===== src/rtl/lsw_pkg.sv =====
package lsw_pkg;

  // strobes from control to datapath
  typedef struct packed {
    logic insertStart;  // begin an inserted minimum-width pulse
    logic holdLow;      // current period is forced: hold low side to minimum
    logic periodStart;  // switching period boundary
  } ctlStrobe_t;

  // status from datapath to control
  typedef struct packed {
    logic lowNext;      // low gate value for the next cycle
    logic lowRise;      // low gate turns on at the next edge
    logic wideHit;      // current pulse reaches the minimum width at the next edge
  } dpStatus_t;

endpackage


===== src/rtl/lswDatapath.sv =====
module lswDatapath
  import lsw_pkg::*;
#(
  parameter int BLANK_CYC = 20,
  parameter int MIN_CYC   = 43
) (
  input  logic       clk,
  input  logic       rstN,
  input  logic       loReq,
  input  logic       hiReq,
  input  logic       ocpRaw,
  input  ctlStrobe_t ctl,
  output dpStatus_t  stat,
  output logic       lowGate,
  output logic       hiGate,
  output logic       ocpEvent
);

  localparam int WID_W = $clog2(MIN_CYC + 1);
  localparam logic [WID_W-1:0] MIN_V   = WID_W'(MIN_CYC);
  localparam logic [WID_W-1:0] MINM1_V = WID_W'(MIN_CYC - 1);
  localparam logic [WID_W-1:0] BLANK_V = WID_W'(BLANK_CYC);
  localparam logic [WID_W-1:0] ONE_V   = WID_W'(1);

  logic [WID_W-1:0] widthCnt;
  logic [WID_W-1:0] widthNext;
  logic             lowNext;
  logic             stretch;
  logic             windowOpen;
  logic             fire;
  logic             ocpDone;

  // stretch only while forced and short of the minimum
  assign stretch = lowGate & ctl.holdLow & (widthCnt < MIN_V);
  assign lowNext = loReq | ctl.insertStart | stretch;

  always_comb begin
    if (!lowNext)
      widthNext = '0;
    else if (!lowGate)
      widthNext = ONE_V;
    else if (widthCnt == MIN_V)
      widthNext = MIN_V;
    else
      widthNext = widthCnt + ONE_V;
  end

  assign stat.lowNext = lowNext;
  assign stat.lowRise = lowNext & ~lowGate;
  assign stat.wideHit = lowGate & lowNext & (widthCnt == MINM1_V);

  // sampling window opens after the blanking cycles
  assign windowOpen = lowGate & (widthCnt > BLANK_V);
  assign fire       = windowOpen & ocpRaw & ~ocpDone;

  always_ff @(posedge clk or negedge rstN) begin
    if (!rstN) begin
      widthCnt <= '0;
      lowGate  <= 1'b0;
      hiGate   <= 1'b0;
      ocpEvent <= 1'b0;
      ocpDone  <= 1'b0;
    end else begin
      widthCnt <= widthNext;
      lowGate  <= lowNext;
      hiGate   <= hiReq & ~lowNext;
      ocpEvent <= fire;
      ocpDone  <= ctl.periodStart ? fire : (ocpDone | fire);
    end
  end

endmodule


===== src/rtl/lswControl.sv =====
module lswControl
  import lsw_pkg::*;
#(
  parameter int NARROW_LIMIT = 3
) (
  input  logic       clk,
  input  logic       rstN,
  input  logic       periodTick,
  input  dpStatus_t  stat,
  output ctlStrobe_t ctl
);

  localparam int CNT_W = $clog2(NARROW_LIMIT + 1);
  localparam logic [CNT_W-1:0] ARM_AT  = CNT_W'(NARROW_LIMIT - 2);
  localparam logic [CNT_W-1:0] ARMED_V = CNT_W'(NARROW_LIMIT - 1);
  localparam logic [CNT_W-1:0] ONE_V   = CNT_W'(1);

  logic [CNT_W-1:0] narrowCnt, narrowNext;
  logic             armed, armedNext;
  logic             pulseSeen, seenNext;
  logic             wideSeen, wideNext;

  assign ctl.periodStart = periodTick;
  assign ctl.holdLow     = armed;
  assign ctl.insertStart = periodTick & armed & ~pulseSeen;

  always_comb begin
    narrowNext = narrowCnt;
    armedNext  = armed;
    seenNext   = pulseSeen | stat.lowRise;
    wideNext   = wideSeen | stat.wideHit;
    if (periodTick) begin
      // a pulse in flight belongs to the new period
      seenNext = stat.lowNext;
      wideNext = stat.wideHit;
      if (!armed) begin
        if (wideSeen) begin
          narrowNext = '0;
        end else if (narrowCnt == ARM_AT) begin
          narrowNext = ARMED_V;
          armedNext  = 1'b1;
        end else begin
          narrowNext = narrowCnt + ONE_V;
        end
      end
    end
    if (armed && stat.wideHit) begin
      armedNext  = 1'b0;
      narrowNext = '0;
    end
  end

  always_ff @(posedge clk or negedge rstN) begin
    if (!rstN) begin
      narrowCnt <= '0;
      armed     <= 1'b0;
      pulseSeen <= 1'b0;
      wideSeen  <= 1'b0;
    end else begin
      narrowCnt <= narrowNext;
      armed     <= armedNext;
      pulseSeen <= seenNext;
      wideSeen  <= wideNext;
    end
  end

endmodule


===== src/rtl/lowsideWindowCtl.sv =====
module lowsideWindowCtl
  import lsw_pkg::*;
#(
  parameter int BLANK_CYC    = 20,
  parameter int MIN_CYC      = 43,
  parameter int NARROW_LIMIT = 3
) (
  input  logic clk,
  input  logic rstN,
  input  logic periodTick,
  input  logic loReq,
  input  logic hiReq,
  input  logic ocpRaw,
  output logic lowGate,
  output logic hiGate,
  output logic ocpEvent
);

  ctlStrobe_t ctl;
  dpStatus_t  stat;

  lswControl #(.NARROW_LIMIT(NARROW_LIMIT)) uCtl (
    .clk(clk), .rstN(rstN), .periodTick(periodTick), .stat(stat), .ctl(ctl)
  );

  lswDatapath #(.BLANK_CYC(BLANK_CYC), .MIN_CYC(MIN_CYC)) uDp (
    .clk(clk), .rstN(rstN), .loReq(loReq), .hiReq(hiReq), .ocpRaw(ocpRaw),
    .ctl(ctl), .stat(stat), .lowGate(lowGate), .hiGate(hiGate), .ocpEvent(ocpEvent)
  );

endmodule


===== config.mk =====
export PLATFORM = sky130hd
export DESIGN_NAME = lowsideWindowCtl
export DESIGN_NICKNAME = d
export VERILOG_FILES = /design/src/rtl/lsw_pkg.sv /design/src/rtl/lswDatapath.sv /design/src/rtl/lswControl.sv /design/src/rtl/lowsideWindowCtl.sv
export SDC_FILE = /design/constraint.sdc
export NUM_CORES = 1
export LEC_CHECK = 0
export ABC_AREA = 1
export CORE_UTILIZATION = 35
export DETAILED_ROUTE_END_ITERATION = 8
export GPL_ROUTABILITY_DRIVEN = 1
export HOLD_SLACK_MARGIN = 0.05
export SETUP_SLACK_MARGIN = 0.02
export SYNTH_ARGS = -nofsm -noshare
export SYNTH_HDL_FRONTEND = slang
export SYNTH_SLANG_ARGS = --single-unit

===== constraint.sdc =====
create_clock -name clk -period 1.9 [get_ports clk]
set_input_delay 0.19 -clock clk [delete_from_list [all_inputs] [get_ports clk]]
set_output_delay 0.19 -clock clk [all_outputs]
set_load 0.02 [all_outputs]

==> results of run 1 <==
## cell families (layout without fill, tap and decap cells)
family	after synthesis	in the layout	synth area share
simple gates	42	42	0.270
buf+inv	16	29	0.0772
flops	15	15	0.482
compound gates	8	8	0.0723
fa+ha+maj	4	4	0.0643
xor+xnor	3	3	0.0338
## cell type report
cell class,count,share of cell area
well taps,27,0.0364
repair buffers,9,0.0945
inverters,16,0.0648
multi-input cells,57,0.370
clock inverters,1,0.00540
flip-flops and latches,15,0.405
clock buffers,3,0.0243
## sequential cells by signal (all words and copies together) (netlist names)
| signal | flops |
|---|---|
| uCtl.armed | 1 |
| uCtl.narrowCnt | 2 |
| uCtl.pulseSeen | 1 |
| uCtl.wideSeen | 1 |
| uDp.hiGate | 1 |
| uDp.lowGate | 1 |
| uDp.ocpDone | 1 |
| uDp.ocpEvent | 1 |
| uDp.widthCnt | 6 |
## worst paths after layout
check,slack [ns],to,start
max,0.33,lowGate,uDp.lowGate
min reg2reg,0.52,uDp.ocpEvent,uDp.ocpDone
min,0.17,uDp.widthCnt[3],rstN
max in group asynchronous,1.28,uCtl.armed,rstN
min in group clk,0.43,uDp.hiGate,hiReq
max reg2reg,0.50,uCtl.narrowCnt[0],uDp.widthCnt[1]
## power by group
part           switching, W  internal (W)
clock network      0.000115     0.0000783
registers         0.0000969      0.000416
logic              0.000249      0.000189
## synthesized netlist by cell type (all sizes together)
master   n
a21oi    1
clkinv   1
dfrtp   15
ha       4
inv     15
nand2   18
nand3    8
nand4    1
nor2    11
nor3     3
nor3b    1
o21ai    5
o21bai   2
xnor2    1
xor2     2
## routing by layer
metal / global-route usage / part of all wire / vias up
met2: 0.208 / 0.47 / 9
met5: 0 / 0 / -
met3: 0.0561 / 0.053 / 2
met1: 0.169 / 0.47 / 270
met4: 0.0441 / 0.0060 / 0
li1: - / - / 304
## worst reg2reg max path: stages, from the launching register on
cell,delay (ns)
dfrtp_1,0.43
ha_1,0.24
nand3_2,0.11
nor2_4,0.05
o21bai_4,0.20
nand4_1,0.13
nand3_1,0.09
nand2_1,0.05
## stage by stage
| step | hold slack (ns) | area, sq um |
|---|---|---|
| final | 0.166 | 927 |
| after global routing | 0.190 | 927 |
| after CTS | 0.178 | 927 |
| after detailed placement | 0.500 | 900 |
| after global placement | 0.494 | 900 |
| after floorplan | -0.106 | 778 |
==> impl_results.md, run 1 <==
- Critical Path Max Stage Delay: 0.64 ns
- Library cells used by synthesis: 21
- Syn nets: 98
- Seq/Total Area, Yosys: 0.482
- Final worst slack: 0.326 ns
- N_diodes: 0
- Synth area leader: dfrtp_1
- Avg WL per Cell: 10.5 um
- Worst min path class: in -> async
- CP max FO: 6
- Synthesized area: 778 sq um
- WP data required: 1.71 ns
- Commonest cells after routing, fill and taps aside: nand2_1, dfrtp_1, inv_1
- Worst-Margin Slew: 0.374 ns
- Die area: 2420 sq um
- Core area: 2020 sq um
- Worst path cell trace: clkdlybuf4s50_1
- Worst-Skew Late Latency: 0.29 ns
- Post-CTS Resized: 0
- H-Tree Depth: 1
- DRT Pass-1 Iters: 4
- Die height: 49.2 um
- Status: finished clean
- Setup CP Type: reg -> out
- Pwr/cell area: 1230 nW/um^2
- Yosys warnings: 0
- Top cells by area, synth: dfrtp_1, nand2_1, ha_1
- Avg Inst Size Synth: 8.84 sq um
- Global-route wire length before repair: 2360 um
- Clock root buffer: clkbuf_4
- CTS hold repair buffers: 0
- Largest net degree at the start of global routing: 10
- Area of the multi-input gates: 343 sq um
- Placed cells: 124
- Layout cell share with drive strength beyond 1: 0.149
- DRT Wirelength: 1340 um
- Crit path depth: 1
- Total Power: 0.00114 W
- Most common cell after layout, fill and taps aside: nand2_1
- Max-Cap Viols: 0
- Starting DRT DRC Count: 4
- Number of global-route vias before repair: 530
- Sum Neg Setup Slack: 0 ns
- Flops & latches, synth: 15
- Layout area overhead: 19.1%
- Nets: 112
- Leak: 0.466 nW
- CTS tree: yes
- Critical Path End Type: primary output
- Cells after Synth: 88
- Deepest clock path buffer count: 2
- Slowest stage cell, crit path: clkdlybuf4s50_1
- Die W: 49.2 um
- Placed wire-length estimate: 1070 um
- FF/Latch Area: 375 sq um
- Worst vdd ir: 679 uV
- Max Clock Freq: 635 MHz
- Synth top area share: 0.482
- Num rows: 16
- Non-Filler Instances: 128
- Clock sink count: 15
- Vias/cell: 4.57
- Vias: 585
- Crit share post-route: 0.829
- Worst Reg-to-Reg Cells: 7
- Starting Density: 0.385
- GP Congestion: 0.730
- Unrepaired setup endpoints after global routing: no
- Final Util: 0.459
- Total setup buffers inserted after CTS: 0
- Post-DRT Antenna Nets: 0
- Clk slew on worst S/H paths: 0.10 ns
- I/O pin cnt: 9
- Critical path's top delay family: buffers and inverters
- Final setup skew: 0.00631 ns
- TritonCTS Buffers: 3
- Critical Path Source Type: flop
- CP Data Arrival Time: 1.38 ns
- Max Transition Viols Final: 0
- Initial antenna violation count: 0
- Relative slew slack: 0.750
- Global route overflow: 0
- Residual DRC: 0
- Final number of hold-violating endpoints: 0
- WP buf/inv: 1
- Filler cells: 193
- Clock period minus worst slack: 1.57 ns
- Setup violators final: 0
- All-Layer GR Usage: 0.135
- # port buffers: 8
- DP Worst Slack: 0.392 ns
No activity file was read; power rests on OpenSTA's default activity.
==> run 2: changes to the inputs <==
- clock period: 1.9 -> 1.52 ns (I/O delays scaled with it)
==> run 2 against run 1 <==
Utilization is 0.25 points higher; sequential cell count stayed put; clock skew is 0.00098 ns lower; routed wire length is 0.45% higher; non-clock buffer count is 1 higher; cell count is 0.78% higher; highest routed layer unchanged; clock power is 20% higher; total power is 25% higher; count of clock-buffer cells in the layout is 1 higher; sequential share of layout area is 0.22 points lower; die area stayed put; setup slack worse by 0.19 ns.
==> impl_results.md, run 2 (synthesis gave the netlist of run 1 again) <==
- Status: finished clean
- Crit share post-route: 0.910
- Slowest stage cell, crit path: dfrtp_1
- N_diodes: 0
- All-Layer GR Usage: 0.135
- Commonest cells after routing, fill and taps aside: nand2_1, dfrtp_1, inv_1
- Residual DRC: 0
- Worst path cell trace: ha_1 > nand3_2 > nor2_4 > o21bai_4 > nand4_1 > nand3_1 > nand2_1
- Total Power: 0.00143 W
- Most common cell after layout, fill and taps aside: nand2_1
- CTS tree: yes
- TritonCTS Buffers: 3
- Vias/cell: 4.49
- Worst vdd ir: 755 uV
- Avg WL per Cell: 10.4 um
- Final number of hold-violating endpoints: 0
- Die area: 2420 sq um
- Initial antenna violation count: 0
- Total setup buffers inserted after CTS: 0
- Clock period minus worst slack: 1.38 ns
- DRT Wirelength: 1350 um
- Post-DRT Antenna Nets: 0
- Final instance area: 932 sq um
- Layout cell share with drive strength beyond 1: 0.147
- Clock sink count: 15
- Biggest regs: uDp.widthCnt: 6 flops, uCtl.narrowCnt: 2 flops
- Vias: 579
- DRT Pass-1 Iters: 4
- Layout area overhead: 19.8%
- Die W: 49.2 um
- CP Data Arrival Time: 1.56 ns
- Biggest register: uDp.widthCnt
- Die height: 49.2 um
- Critical Path Max Stage Delay: 0.42 ns
- Final setup skew: 0.00533 ns
- Max Transition Viols Final: 0
- Sum Neg Setup Slack: 0 ns
- I/O pin cnt: 9
- Relative slew slack: 0.857
- Clk slew on worst S/H paths: 0.09 ns
- Leak: 0.467 nW
- Largest net degree at the start of global routing: 16
- H-Tree Depth: 1
- Unrepaired setup endpoints after global routing: no
- Setup violators final: 0
- Starting Density: 0.385
- Max reg flops: 6
- Worst-Skew Late Latency: 0.29 ns
- GP Congestion: 0.788
- Placed wire-length estimate: 1070 um
- Worst-Margin Slew: 0.213 ns
- Number of global-route vias before repair: 563
- Placed cell area: 907 sq um
- Hold Worst Slack: 0.162 ns
- Nets: 113
- Max Clock Freq: 723 MHz
- # port buffers: 8
- Max-Cap Viols: 0
- Pwr/cell area: 1530 nW/um^2
- Num rows: 16
- Core area: 2020 sq um
- WP data required: 1.70 ns
- Starting DRT DRC Count: 19
- CP max FO: 7
- Deepest clock path buffer count: 2
- Setup CP Type: reg -> reg
- Global-route wire length before repair: 2340 um
- Clock root buffer: clkbuf_4
- Global route overflow: 0
- Worst min path class: in -> async
- Critical Path End Type: flop
- Critical Path Source Type: flop
[run 2: changes by cell type in the layout (fill, tap and decap cells not counted), sizes merged]
cell / change
buf: +1
clkinv: -1
clkbuf: +1
clkdlybuf4s50: -1
dlygate4sd2: +1
[run 2: through the flow]
stage	utilization	setup WS [ns]	std cells
after floorplan	-	0.219	88
after global placement	0.449	0.119	125
after detailed placement	0.449	0.117	125
after CTS	0.461	0.104	129
after global routing	0.461	0.0313	129
final	0.461	0.136	129
[run 2: path summary, 6_finish.rpt]
kind / startpoint / to / slack (ns) / cells past startpoint
hold / removal: rstN / uDp.widthCnt[2] / 0.16 / 2
setup / recovery: uDp.widthCnt[1] / uCtl.narrowCnt[1] / 0.14 / 7
setup reg to reg: uDp.widthCnt[1] / uCtl.narrowCnt[1] / 0.14 / 7
hold reg to reg: uCtl.narrowCnt[1] / uCtl.narrowCnt[1] / 0.52 / 2
min in group clk: hiReq / uDp.hiGate / 0.39 / 3
max in group asynchronous: rstN / uDp.hiGate / 1.18 / 2
[run 2: area by class of cell]
type | count | area [sq um]
Tap cell | 27 | 33.8
Multi-Input combinational cell | 57 | 343
Clock buffer | 4 | 26.3
Fill cell | 203 | 1090
Timing Repair Buffer | 10 | 93.8
Sequential cell | 15 | 375
Inverter | 16 | 60.1
[run 2: what timing repair did]
item,CTS,global route
setup endpoints to repair,1,2
pin swaps,0,1
resized for setup,1,0
cloned,0,0
hold buffers,0,0
[run 2: power by group]
part           internal [W]  switching [W]
clock              0.000102       0.000130
sequential         0.000521       0.000123
combinational      0.000236       0.000317
total              0.000858       0.000570
[run 2: worst max-delay path: cells and delay by family (launching register included)]
kind,cells,cell delay [ns]
adders and majority gates,1,0.24
and+or+nand+nor,5,0.43
DFF,1,0.42
AOI/OAI and AO/OA,1,0.18
[run 2: layer usage]
| metal | vias to the layer above | GRT usage | wire, um | part of all wire |
|---|---|---|---|---|
| li1 | 301 | - | - | - |
| met1 | 267 | 0.155 | 629 | 0.47 |
| met2 | 7 | 0.212 | 636 | 0.47 |
| met3 | 4 | 0.0561 | 54 | 0.040 |
| met4 | 0 | 0.0735 | 27 | 0.020 |
| met5 | - | 0 | 0 | 0 |
